--- config.mk ---
export PLATFORM = sky130hd
export DESIGN_NAME = lbus_wb_master
export DESIGN_NICKNAME = d
export VERILOG_FILES = /design/src/rtl/lbus_wb_master.sv
export SDC_FILE = /design/constraint.sdc
export NUM_CORES = 1
export LEC_CHECK = 0
export BUFFER_PORTS_ARGS = -buffer_cell sky130_fd_sc_hd__buf_2
export CAP_MARGIN = 0
export CORE_ASPECT_RATIO = 0.7
export CORE_UTILIZATION = 43
export CTS_CLUSTER_SIZE = 16
export DETAILED_ROUTE_END_ITERATION = 10
export GPL_TIMING_DRIVEN = 1
export PLACE_DENSITY_LB_ADDON = 0.1
export SLEW_MARGIN = 30
export SYNTH_ARGS = -nofsm -noshare
export SYNTH_HDL_FRONTEND = slang
export SYNTH_SLANG_ARGS = --single-unit
--- constraint.sdc ---
create_clock -name clk -period 1.5 [get_ports clk]
set_input_delay 0.3 -clock clk [delete_from_list [all_inputs] [get_ports clk]]
set_output_delay 0.3 -clock clk [all_outputs]
set_load 0.01 [all_outputs]
--- src/rtl/lbus_wb_master.sv ---
module lbus_wb_master #(
  parameter int AW = 8,
  parameter int DW = 8
) (
  input  logic          clk,
  input  logic          rst,
  input  logic          loc_wr,
  input  logic          loc_rd,
  input  logic [AW-1:0] loc_addr,
  input  logic [DW-1:0] loc_wdata,
  output logic [DW-1:0] loc_rdata,
  output logic          loc_ack,
  output logic          loc_err,
  output logic          wb_cyc,
  output logic          wb_stb,
  output logic          wb_we,
  output logic [AW-1:0] wb_adr,
  output logic [DW-1:0] wb_dat_o,
  input  logic [DW-1:0] wb_dat_i,
  input  logic          wb_ack,
  input  logic          wb_err
);

  logic start, done, rd_ok;

  assign start  = ~wb_cyc & (loc_wr ^ loc_rd);
  assign done   = wb_cyc & (wb_ack | wb_err);
  assign rd_ok  = done & wb_ack & ~wb_err & ~wb_we;
  assign wb_stb = wb_cyc;

  always_ff @(posedge clk) begin
    if (rst) begin
      wb_cyc    <= 1'b0;
      wb_we     <= 1'b0;
      wb_adr    <= '0;
      wb_dat_o  <= '0;
      loc_ack   <= 1'b0;
      loc_err   <= 1'b0;
      loc_rdata <= '0;
    end else begin
      loc_ack <= done;
      loc_err <= done & wb_err;
      if (done) begin
        wb_cyc <= 1'b0;
      end else if (start) begin
        wb_cyc <= 1'b1;
        wb_we  <= loc_wr;
        wb_adr <= loc_addr;
        if (loc_wr) wb_dat_o <= loc_wdata;
      end
      if (rd_ok) loc_rdata <= wb_dat_i;
    end
  end

endmodule

==> results of run 1 <==
==> logic make-up after synthesis <==
family,Yosys count,share of synthesized area
multiplexers,24,0.215
XOR/XNOR,1,0.00783
AO/OA/AOI/OAI,3,0.0179
AND/OR/NAND/NOR,39,0.201
flip-flops,28,0.501
buffers and inverters,9,0.0570
==> synth_stat cells <==
cell | count | area, um^2
nor3b_1 | 1 | 7.51
and4bb_1 | 1 | 12.5
xnor2_1 | 1 | 8.76
inv_1 | 1 | 3.75
o21ba_2 | 1 | 10.0
and3b_2 | 1 | 10.0
nor2_1 | 17 | 63.8
buf_6 | 3 | 33.8
o21ai_0 | 1 | 5.00
nor3b_2 | 1 | 12.5
and2_2 | 1 | 7.51
dfxtp_1 | 28 | 561
mux2i_1 | 24 | 240
buf_4 | 1 | 7.51
nand2b_1 | 16 | 100
a21oi_1 | 1 | 5.00
clkbuf_1 | 1 | 3.75
buf_2 | 3 | 15.0
nor2_4 | 1 | 11.3
==> area by class of cell <==
type	instances	area, um^2	area share
Tap cell	34	42.5	0.0285
Timing Repair Buffer	62	320	0.215
Sequential cell	28	561	0.376
Inverter	1	3.75	0.00251
Clock inverter	1	30.0	0.0201
Multi-Input combinational cell	67	494	0.331
Clock buffer	3	41.3	0.0277
==> final timing paths <==
kind	from	end	slack [ps]	cells past startpoint
setup / recovery	wb_cyc	wb_stb	160	2
hold reg to reg	wb_adr[4]	wb_adr[4]	480	2
hold / removal	wb_dat_i[4]	loc_rdata[4]	250	3
setup reg to reg	wb_cyc	loc_rdata[1]	250	4
==> per-layer routing <==
layer,vias up,track usage
met3,5,0.0619
met2,35,0.226
met5,-,0
li1,456,-
met4,0,0.0698
met1,377,0.193
==> through the flow <==
| stage | worst slack [ps] | cells | power, uW | cell area (um^2) |
|---|---|---|---|---|
| after detailed placement | 249 | 192 | 1060 | 1420 |
| after CTS | 151 | 196 | 1650 | 1490 |
| after global placement | 291 | 192 | 1050 | 1420 |
| after floorplan | 280 | 104 | 970 | 1120 |
| after global routing | 96.8 | 196 | 1710 | 1490 |
| final | 158 | 196 | 1630 | 1490 |
==> critical path, stage by stage (launching register included) <==
cell and delay (ps):
dfxtp_1 470, buf_4 180, buf_2 120
==> state kept, by name (all words and copies together) (netlist names) <==
name	cells
wb_cyc	1
wb_dat_o	8
loc_err	1
loc_ack	1
wb_adr	8
loc_rdata	8
wb_we	1
==> power by group through the flow <==
| stage | Combinational, uW | Clock (uW) | Sequential [uW] |
|---|---|---|---|
| 4_1_cts | 236 | 605 | 808 |
| 3_5_place_dp | 236 | 0 | 825 |
| 5_1_grt | 256 | 640 | 813 |
| 2_1_floorplan | 128 | 0 | 842 |
| 6_report | 233 | 590 | 807 |
| 3_3_place_gp | 231 | 0 | 823 |
==> results.toml, run 1 <==
[global_route]
grt_max_degree = 29
track_usage = 0.152
first_global_vias = 731
antenna_found_initial = 0
grt_overflow = 0
grt_pass1_wl_um = 3230

[floorplan]
initial_utilization = 0.455
fp.dieArea_um2 = 2810
io_pins = 59
fp.coreArea_um2 = 2460
num_rows = 15
die_width_um = 63.0
die_y_um = 44.7

[sta]
tns_ps = 0
min_period_over_period = 0.895
grt_setup_unrepaired = "false"
hold_slack_ps = 254
maxSlewHeadroom = 0.740
worstMarginPinSlew_ps = 390
finalHoldViolCount = 0
setup_viol = 0
period_needed_ps = 1340
finalMaxSlewViolations = 0
clock_skew_ps = 6.14
fmax_ghz = 0.745

[power_and_ir_drop]
p_switching_uw = 366
power.internal_uw = 1260
ir_worst_vdd_mv = 0.660
pwr-share-clk = 0.362
sequentialPowerShare = 0.495
cellPowerDensity_nw_per_um2 = 1090
p_leak_uw = 0.000726
p_comb_frac = 0.143
sw_frac_of_total = 0.225

[route]
wl_met2_um = 841
drt_pass1_iterations = 4
drtAntennaViolNets = 0
viasPerCell = 4.45
wl_met1_um = 1020
highest_layer = "met4"
drt_iter0_markers = 26
route.met3.wl_um = 196
drc = 0
wirelength_um = 2080
vias = 873
detail_route.wl_per_cell_um = 10.6

[clock_tree]
clk_root_buffer_cell = "clkbuf_8"
ctsLongestPathBuffers = 2
htree_levels = 1
cts_hold_buf = 0
post_cts.repair.setup_buffers = 0
clk_latency_ps = 280
clk_pin_slew_worst_paths_ps = 100
clock_sinks = 28
cts_resized = 0
cts_buffers = 3
cts_tree = "built"

[cells_and_area]
insertedDiodeCount = 0
layout_common_cells = "58 x buf_2, 28 x dfxtp_1, 24 x mux2i_1"
mostFrequentLayoutCell = "buf_2"
fill_cells = 220
layout-drive-gt1-share = 0.438
areaGrowthSynthToFinish_pct = 33.4
fin_util = 0.607
final_nets = 193

[synthesis]
synthesis.nets = 134
yosys_warnings = 0
syn-cell-area_um2 = 1120
syn_inst = 104
yosysSeqAreaShare = 0.501
synth_seq_cells = 28
post_synth.cell_area_avg_um2 = 10.8
ys_types = 19

[flow_run]
cap_violations = 0

[worst_setup_path]
endpoint_kind = "output port"
path_class = "flip-flop to output port"
critPathArrivalTime_ps = 1040
path_max_fanout = 5
required_ps = 1200
crit_path_start_kind = "flip-flop"

[min_path]
min_path_type = "primary input to flip-flop"

[placed_design]
dp_hpwl_um = 1550
port_buffers = 58
place_congestion = 0.647

[outcome]
status = "complete, no violations"
No activity file was read; power rests on OpenSTA's default activity.
==> run 2, diff against run 1 <==
- CORE_ASPECT_RATIO: 0.7 -> 1.75
- CORE_UTILIZATION: 43 -> 46
- CTS_BUF_LIST: unset -> sky130_fd_sc_hd__clkbuf_8
==> run 2 against run 1 <==
Against the previous run:
- flip-flop and latch count unchanged
- setup slack gained 46 ps
- die area down 6.1%
- non-clock buffer count shrank 1
- core utilization rose by 2.6 points
==> results.toml, run 2 (synthesized netlist as in run 1, its figures left out) <==
[sta]
finalMaxSlewViolations = 0
setup_viol = 0
hold_slack_ps = 257
fmax_ghz = 0.772
grt_setup_unrepaired = "false"
period_needed_ps = 1300
finalHoldViolCount = 0
min_period_over_period = 0.864
worstMarginPinSlew_ps = 380
tns_ps = 0
maxSlewHeadroom = 0.747
clock_skew_ps = 1.82
finalWorstSetupSlack_ps = 204

[cells_and_area]
stdcell_area_um2 = 1460
layout_common_cells = "58 x buf_2, 28 x dfxtp_1, 24 x mux2i_1"
reg_top3 = "loc_rdata: 8 flops, wb_adr: 8 flops, wb_dat_o: 8 flops"
insertedDiodeCount = 0
final_nets = 192
multi_input_area_um2 = 494
areaGrowthSynthToFinish_pct = 30.3
mostFrequentLayoutCell = "buf_2"
layout-drive-gt1-share = 0.435
seq_area_um2 = 561
fill_cells = 200

[global_route]
grt_overflow = 0
grt_max_degree = 29
first_global_vias = 818
grt_pass1_wl_um = 3290
track_usage = 0.176
antenna_found_initial = 0

[worst_setup_path]
critPathArrivalTime_ps = 1470
max_stage_delay_ps = 500
path_class = "flip-flop to flip-flop"
endpoint_kind = "flip-flop"
path_max_fanout = 9
r2r_cells = 4
crit_path_start_kind = "flip-flop"
rr_startpoint = "wb_cyc"
ff2ff_setup_slack_ps = 200
cp_slowest_cell = "dfxtp_1"
required_ps = 1670
path_buf_inv = 1
timing.rr.end = "loc_rdata[3]"
crit_path_cell_trace = "and4bb_1, buf_4, mux2i_1, nor2_1"
critPathTopFamily = "flip-flops"

[clock_tree]
cts_hold_buf = 0
cts_buffers = 3
ctsLongestPathBuffers = 2
clk_latency_ps = 270
post_cts.repair.setup_buffers = 0
clock_sinks = 28
cts_tree = "built"
htree_levels = 1
clk_pin_slew_worst_paths_ps = 90
cts_resized = 0
clk_root_buffer_cell = "clkbuf_8"

[min_path]
min_path_type = "primary input to flip-flop"
hold_path_end = "loc_rdata[7]"
min_from = "wb_dat_i[7]"
hold_depth = 3

[placed_design]
place_congestion = 0.698
place_area_um2 = 1400
dp_hpwl_um = 1700
place_ws_ps = 199
port_buffers = 58

[floorplan]
io_pins = 59
fp.dieArea_um2 = 2640
fp.coreArea_um2 = 2300
die_y_um = 67.2
initial_utilization = 0.486
num_rows = 23
die_width_um = 39.3

[power_and_ir_drop]
power.internal_uw = 1140
p_comb_frac = 0.153
pwr-share-clk = 0.307
p_leak_uw = 0.000714
p_switching_uw = 357
sw_frac_of_total = 0.239
ir_worst_vdd_mv = 0.682
cellPowerDensity_nw_per_um2 = 1030
sequentialPowerShare = 0.540

[route]
drtAntennaViolNets = 0
drc = 0
wirelength_um = 2190
vias = 873
detail_route.wl_per_cell_um = 11.7
drt_iter0_markers = 10
viasPerCell = 4.69
drt_pass1_iterations = 3

[flow_run]
cap_violations = 0

[outcome]
status = "complete, no violations"
-- run 2: changes by cell type in the layout (fill, tap and decap cells not counted), sizes merged --
cell,previous run,this run
buf,62,61
bufinv,1,0
clkbuf,3,4
-- run 2: worst max-delay path by stage --
stage                     startpoint            to  slack, ps  cells after the start
after floorplan               wb_cyc  loc_rdata[2]        280                      5
final                         wb_cyc  loc_rdata[3]        200                      4
after global placement        wb_cyc  loc_rdata[4]        260                      4
after global routing          wb_cyc  loc_rdata[6]        110                      4
after detailed placement      wb_cyc  loc_rdata[3]        200                      4
after CTS                     wb_cyc  loc_rdata[3]        180                      4
-- run 2: layout make-up --
| cell class | count | area share |
|---|---|---|
| Clock buffer | 4 | 0.0378 |
| Inverter | 1 | 0.00258 |
| Multi-Input combinational cell | 67 | 0.339 |
| Sequential cell | 28 | 0.385 |
| Tap cell | 25 | 0.0215 |
| Timing Repair Buffer | 61 | 0.215 |
-- run 2: per-layer routing --
| layer | vias to the layer above | GRT usage | wire length [um] |
|---|---|---|---|
| met1 | 386 | 0.178 | 860 |
| li1 | 448 | - | - |
| met5 | - | 0 | 0 |
| met2 | 35 | 0.329 | 1170 |
| met3 | 4 | 0.0197 | 116 |
| met4 | 0 | 0.0905 | 34 |
-- run 2: power by group through the flow --
| stage | sequential (uW) | clock (uW) | combinational, uW |
|---|---|---|---|
| after global routing | 814 | 496 | 253 |
| after detailed placement | 825 | 0 | 233 |
| after CTS | 809 | 471 | 233 |
| after floorplan | 842 | 0 | 128 |
| final | 808 | 459 | 228 |
| after global placement | 823 | 0 | 226 |
-- run 2: stage by stage --
step | cells | power [uW] | util
final | 186 | 1500 | 0.633
after global routing | 186 | 1560 | 0.633
after CTS | 186 | 1510 | 0.633
after detailed placement | 182 | 1060 | 0.609
after global placement | 182 | 1050 | 0.609
after floorplan | 104 | 970 | -
-- run 2: worst min-delay path, delay by kind of cell --
kind,cells,cell delay (ps)
AND/OR/NAND/NOR,1,70
buffers and inverters,1,70
multiplexers,1,50
